<file path="config.mk">
export PLATFORM = sky130hd
export DESIGN_NAME = hwloop_ctrl
export DESIGN_NICKNAME = d
export VERILOG_FILES = /design/src/rtl/hwloop_pkg.sv /design/src/rtl/hwloop_cmd_decode.sv /design/src/rtl/hwloop_ctx_stack.sv /design/src/rtl/hwloop_ctrl.sv
export SDC_FILE = /design/constraint.sdc
export NUM_CORES = 1
export LEC_CHECK = 0
export BUFFER_PORTS_ARGS = -buffer_cell sky130_fd_sc_hd__buf_2
export CELL_PAD_IN_SITES_DETAIL_PLACEMENT = 1
export CELL_PAD_IN_SITES_GLOBAL_PLACEMENT = 2
export CORE_MARGIN = 2
export CORE_UTILIZATION = 43
export DETAILED_ROUTE_END_ITERATION = 7
export HOLD_SLACK_MARGIN = 0.08
export PLACE_DENSITY_LB_ADDON = 0.1
export SLEW_MARGIN = 10
export SYNTH_ARGS = -nofsm -noshare
export SYNTH_HDL_FRONTEND = slang
export SYNTH_HIERARCHICAL = 1
export SYNTH_SLANG_ARGS = --single-unit
</file>
<file path="constraint.sdc">
create_clock -name clk -period 11.54 [get_ports clk]
set_input_delay 3.462 -clock clk [delete_from_list [all_inputs] [get_ports clk]]
set_output_delay 3.462 -clock clk [all_outputs]
set_load 0.005 [all_outputs]
</file>
<file path="src/rtl/hwloop_pkg.sv">
package hwloop_pkg;

    typedef enum logic {
        REP_SINGLE = 1'b0,
        REP_BLOCK  = 1'b1
    } rep_kind_e;

endpackage

</file>
<file path="src/rtl/hwloop_cmd_decode.sv">
module hwloop_cmd_decode
    import hwloop_pkg::*;
#(
    parameter int PC_W = 16
) (
    input  logic [PC_W-1:0] pc_i,
    input  rep_kind_e       kind_i,
    input  logic [PC_W-1:0] len_i,
    output logic [PC_W-1:0] first_o,
    output logic [PC_W-1:0] last_o
);
    localparam logic [PC_W-1:0] PC_ONE = 1;

    // Body always begins right after the command; its end depends on the kind.
    always_comb begin
        first_o = pc_i + PC_ONE;
        if (kind_i == REP_BLOCK) begin
            last_o = pc_i + len_i;
        end else begin
            last_o = pc_i + PC_ONE;
        end
    end

endmodule

</file>
<file path="src/rtl/hwloop_ctx_stack.sv">
module hwloop_ctx_stack #(
    parameter int W     = 48,
    parameter int DEPTH = 4
) (
    input  logic         clk,
    input  logic         rst,
    input  logic         push_i,
    input  logic         pop_i,
    input  logic [W-1:0] din_i,
    output logic [W-1:0] top_o,
    output logic         full_o,
    output logic         empty_o
);
    localparam int LVL_W = $clog2(DEPTH + 1);
    localparam int IDX_W = (DEPTH > 1) ? $clog2(DEPTH) : 1;
    localparam logic [LVL_W-1:0] LVL_ONE = 1;
    localparam logic [LVL_W-1:0] LVL_MAX = LVL_W'(DEPTH);

    logic [W-1:0]     mem_d [DEPTH];
    logic [W-1:0]     mem_q [DEPTH];
    logic [LVL_W-1:0] lvl_d, lvl_q;
    logic [LVL_W-1:0] lvl_m1;
    logic [IDX_W-1:0] top_idx, wr_idx;

    assign lvl_m1  = lvl_q - LVL_ONE;
    assign top_idx = lvl_m1[IDX_W-1:0];
    assign wr_idx  = lvl_q[IDX_W-1:0];
    assign full_o  = (lvl_q == LVL_MAX);
    assign empty_o = (lvl_q == '0);
    assign top_o   = empty_o ? '0 : mem_q[top_idx];

    always_comb begin
        mem_d = mem_q;
        lvl_d = lvl_q;
        if (push_i && !full_o) begin
            mem_d[wr_idx] = din_i;
            lvl_d         = lvl_q + LVL_ONE;
        end else if (pop_i && !empty_o) begin
            lvl_d = lvl_m1;
        end
    end

    always_ff @(posedge clk) begin
        if (rst) begin
            lvl_q <= '0;
            for (int i = 0; i < DEPTH; i++) mem_q[i] <= '0;
        end else begin
            lvl_q <= lvl_d;
            mem_q <= mem_d;
        end
    end

    // the level never exceeds the configured depth
    a_r7_level_bound: assert property (@(posedge clk) disable iff (rst)
        lvl_q <= LVL_MAX);

    // a push into a full stack leaves the level untouched
    a_r7_full_push_dropped: assert property (@(posedge clk) disable iff (rst)
        (push_i && full_o && !pop_i) |=> $stable(lvl_q));

endmodule

</file>
<file path="src/rtl/hwloop_ctrl.sv">
module hwloop_ctrl
    import hwloop_pkg::*;
#(
    parameter int PC_W  = 16,
    parameter int CNT_W = 16,
    parameter int DEPTH = 4
) (
    input  logic             clk,
    input  logic             rst,
    input  logic             stall_i,
    input  logic [PC_W-1:0]  pc_i,
    input  logic             cmd_valid_i,
    input  logic             cmd_block_i,
    input  logic [CNT_W-1:0] cmd_count_i,
    input  logic [PC_W-1:0]  cmd_len_i,
    output logic             redirect_o,
    output logic [PC_W-1:0]  redirect_pc_o,
    output logic             loop_active_o,
    output logic             overflow_o
);
    localparam int CTX_W = 2 * PC_W + CNT_W;
    localparam logic [PC_W-1:0]  PC_ONE  = 1;
    localparam logic [CNT_W-1:0] CNT_ONE = 1;

    typedef struct packed {
        logic             active;
        logic             ovf;
        logic [PC_W-1:0]  first;
        logic [PC_W-1:0]  last;
        logic [CNT_W-1:0] cnt;
    } loop_state_t;

    loop_state_t st_d, st_q;

    logic [PC_W-1:0]  dec_first, dec_last;
    logic             push, pop;
    logic             stk_full, stk_empty;
    logic [CTX_W-1:0] stk_top;
    logic             redir;
    logic [PC_W-1:0]  redir_pc;

    hwloop_cmd_decode #(.PC_W(PC_W)) decode_i (
        .pc_i    (pc_i),
        .kind_i  (rep_kind_e'(cmd_block_i)),
        .len_i   (cmd_len_i),
        .first_o (dec_first),
        .last_o  (dec_last)
    );

    hwloop_ctx_stack #(.W(CTX_W), .DEPTH(DEPTH)) stack_i (
        .clk     (clk),
        .rst     (rst),
        .push_i  (push),
        .pop_i   (pop),
        .din_i   ({st_q.first, st_q.last, st_q.cnt}),
        .top_o   (stk_top),
        .full_o  (stk_full),
        .empty_o (stk_empty)
    );

    always_comb begin
        st_d     = st_q;
        push     = 1'b0;
        pop      = 1'b0;
        redir    = 1'b0;
        redir_pc = '0;
        if (!stall_i) begin
            if (cmd_valid_i) begin
                if (cmd_count_i == '0) begin
                    // empty loop: jump straight past the body
                    redir    = 1'b1;
                    redir_pc = dec_last + PC_ONE;
                end else begin
                    if (st_q.active) begin
                        push = 1'b1;
                        if (stk_full) st_d.ovf = 1'b1;
                    end
                    st_d.active = 1'b1;
                    st_d.first  = dec_first;
                    st_d.last   = dec_last;
                    st_d.cnt    = cmd_count_i;
                end
            end else if (st_q.active && (pc_i == st_q.last)) begin
                if (st_q.cnt > CNT_ONE) begin
                    redir    = 1'b1;
                    redir_pc = st_q.first;
                    st_d.cnt = st_q.cnt - CNT_ONE;
                end else begin
                    pop = 1'b1;
                    if (stk_empty) begin
                        st_d.active = 1'b0;
                    end else begin
                        {st_d.first, st_d.last, st_d.cnt} = stk_top;
                    end
                end
            end
        end
    end

    always_ff @(posedge clk) begin
        if (rst) begin
            st_q <= '0;
        end else begin
            st_q <= st_d;
        end
    end

    assign redirect_o    = redir;
    assign redirect_pc_o = redir_pc;
    assign loop_active_o = st_q.active;
    assign overflow_o    = st_q.ovf;

    // a stalled cycle changes no loop register
    a_r8_stall_freezes: assert property (@(posedge clk) disable iff (rst)
        stall_i |=> ($stable(st_q.cnt) && $stable(st_q.active) && $stable(st_q.last)));

    // overflow is sticky
    a_r7_overflow_sticky: assert property (@(posedge clk) disable iff (rst)
        st_q.ovf |=> st_q.ovf);

    // a loop-back consumes exactly one iteration
    a_r9_loopback_decrements: assert property (@(posedge clk) disable iff (rst)
        (redirect_o && !cmd_valid_i) |=> (st_q.cnt == $past(st_q.cnt) - CNT_ONE));

    // last iteration with nothing saved ends loop mode
    a_r4_exit_clears: assert property (@(posedge clk) disable iff (rst)
        (!stall_i && !cmd_valid_i && st_q.active && pc_i == st_q.last
         && st_q.cnt == CNT_ONE && stk_empty) |=> !loop_active_o);

    // an empty loop leaves the running loop state unchanged
    a_r5_zero_count_keeps: assert property (@(posedge clk) disable iff (rst)
        (!stall_i && cmd_valid_i && cmd_count_i == '0)
        |=> ($stable(st_q.active) && $stable(st_q.cnt)));

endmodule

</file>
==> results by group <==
Outcome
  – Status: finished clean

Global route
  – First-pass GRT wire length: 63500 um
  – Number of global-route vias before repair: 11100
  – GR Util All Layers: 23.7%
  – Largest net degree at the start of global routing: 118
  – Grt ovf: 0
  – Initial antenna violation count: 0

Clock network
  – Number of setup buffers added after CTS: 0
  – CTS tree: built
  – Clk_lat worst skew: 0.55 ns
  – TritonCTS buffer count: 29
  – Clk buf depth: 3
  – Clock root buffer: clkbuf_16
  – Worst-path clk slew: 0.05 ns
  – CTS Hold Bufs: 0
  – H-tree depth: 1
  – Clock Sinks: 245
  – Post-cts sizing count: 0

Worst setup path
  – FF-to-FF setup slack: 8.08 ns
  – CP Class: primary input to output port
  – Reg2reg start: stack_i/lvl_q[0]
  – CP arrival: 6.86 ns
  – Worst Path Max Fanout: 7
  – RR Endpoint: st_q[14]
  – CP required: 8.08 ns
  – Kind of start point of the critical path: primary input
  – Critical path endpoint category: output port
  – Worst r2r path cells: 9

Placed design
  – Hpwl dp: 26200 um
  – Placed cell count: 1846
  – Port Buffers: 71
  – Placer Congestion: 0.844

Synth
  – Mapped Area: 0.0140 sq mm
  – Mean post-synth cell area: 9.81 sq um
  – Synth top area share: 35.1%
  – Syn_nets: 1504
  – Synth top area cells: dfxtp_1 35%, mux2i_1 14%, nand2b_1 11%
  – Sequential area share after synthesis: 35.1%
  – Synth Warn #: 6
  – Area leader, netlist: dfxtp_1
  – #FFs+latches synth: 245
  – Post-Synthesis Cells: 1425
  – Primary FF master, synth: dfxtp_1
  – Async SR Flop Fraction: 0%
  – Post-synth EDFFs: 0
  – Netlist cell types: 69

Flow run
  – Max Cap Viol: 0

Timing
  – Fmax: 96.9 MHz
  – Endpoints failing hold: 0
  – Worst slew pin tran: 1.12 ns
  – Total negative slack: 0 ns
  – Slew HR: 25.4%
  – Fin crit period: 10.32 ns
  – Hold slack: 0.469 ns
  – Unrepaired setup endpoints after global routing: false
  – Skew final: 0.00829 ns
  – Max-slew violations: 0
  – Crit share post-route: 89.4%
  – Setup-violating endpoint count in the final report: 0

Min path
  – WHS Path Cells: 2
  – HP Class: flip-flop to flip-flop
  – Hold worst-path end: stack_i/mem_q[115]
  – Hold path startpoint: stack_i/mem_q[115]

Drt
  – Drt pass-1 iters: 5
  – Detail Route Antenna Nets: 0
  – Post-Route WL: 40000 um
  – First DRT Iteration DRCs: 566
  – Vias: 10700
  – Avg WL per Cell: 21.1 um
  – DRC viols: 0
  – Via density: 5.63

Floorplanning
  – DIE HEIGHT: 184 um
  – DIE AREA: 0.0340 sq mm
  – Cell Rows: 66
  – Initial Util: 43.3%
  – Core area: 0.0323 sq mm
  – Die width: 184 um
  – Io pins: 72

Power and ir drop
  – Power Density: 133 mW/mm^2
  – Peak supply drop: 107 uV
  – Leakage: 6.30 nW
  – Total Power: 2.05 mW

Layout
  – Fin nets: 1514
  – Final core utilization: 47.8%
  – Antenna diodes: 0
  – Layout area overhead: 10.5%
  – Share of cells above drive strength 1: 14.7%
  – Non-filler cells, final: 1897
  – Fill count: 3616
==> cell usage after synthesis, types with 6 or more instances <==
cell	count
nor4_1	16
dfxtp_1	245
buf_2	19
a21o_1	8
clkbuf_1	61
o211ai_1	12
xnor2_1	38
nand2_1	54
inv_1	16
a311oi_1	11
nor2b_1	49
mux2i_1	195
nand2b_1	242
and2_1	6
o21ai_0	9
buf_6	12
nand3_1	17
buf_4	10
ha_1	25
and3_1	8
xor2_1	24
a21oi_1	20
mux2_2	9
nor3_1	16
a211oi_1	37
nand3b_1	6
a22o_1	15
nand4_1	13
mux4_2	48
a22oi_1	36
nor2_1	80
==> area by class of cell <==
cell class                      instances  area (sq um)  area share (%)
Clock buffer                           41           851            5.51
Inverter                               16          60.1           0.389
Multi-Input combinational cell       1061          8510            55.2
Timing Repair Buffer                   82           444            2.88
Tap cell                              442           553            3.58
Sequential cell                       245          4910            31.8
Clock inverter                         10           103           0.665
==> power by group <==
part           internal [mW]  switching [mW]  leakage (nW)
Sequential             0.859          0.0202          1.98
Combinational          0.102           0.155          3.84
Clock                  0.552           0.367         0.475
Total                   1.51           0.542          6.30
==> worst max-delay path, stage by stage <==
cell,delay (ns)
buf_2,0.15
ha_1,0.26
fa_1,0.42
a21o_1,0.23
a32o_1,0.31
o211ai_1,0.24
mux2i_1,0.12
a311oi_1,0.56
nand4_1,0.26
nor3_1,0.35
xor2_1,0.19
a22o_1,0.19
buf_2,0.13
==> cell usage in the layout (no fill, tap or decap), drive strengths merged, types with 18 or more instances in the layout <==
master    n
xor2     24
a21oi    20
buf      82
nor3     18
mux4     48
nand2b  242
xnor2    39
nor2     81
nand2    55
nor2b    49
mux2i   195
nor4     19
ha       25
nand3    19
a211oi   38
clkbuf   41
a22oi    36
dfxtp   245
==> state kept, by name, indices dropped and copies added (netlist names) <==
signal         flops
stack_i/mem_q    192
loop_active_o      1
overflow_o         1
stack_i/lvl_q      3
st_q              48
==> logic make-up after synthesis <==
group                      synth area share, %
xor gates and xnor gates                  4.00
buffers and inverters                     4.28
and+or+nand+nor                           22.3
muxes                                     22.4
DFF                                       35.1
AOI/OAI and AO/OA                         9.53
adders and majority gates                 2.38
==> routing by layer <==
metal | global-route usage [%] | share of wire (%) | wire, um | vias up
li1 | - | - | - | 5111
met5 | 0 | 0 | 0 | -
met4 | 4.42 | 1.6 | 658 | 0
met2 | 40.8 | 48 | 19300 | 111
met1 | 32.4 | 48 | 19100 | 5413
met3 | 2.47 | 2.2 | 885 | 43
==> worst max path at each step <==
stage               startpoint           endpoint  slack [ns]
global placement       pc_i[0]  redirect_pc_o[15]        1.27
finish                 pc_i[0]  redirect_pc_o[15]        1.22
global route           pc_i[0]  redirect_pc_o[15]        0.96
CTS                    pc_i[0]  redirect_pc_o[15]        1.20
floorplan              pc_i[0]  redirect_pc_o[15]        2.03
detailed placement     pc_i[0]  redirect_pc_o[15]        1.24
==> through the flow <==
stage	setup slack, ns	area, sq um
after global routing	0.965	15400
after CTS	1.20	15400
after global placement	1.27	14500
after detailed placement	1.24	14500
after floorplan	2.03	14000
final	1.22	15400
Note: power is estimated with default switching activity, not from simulation.
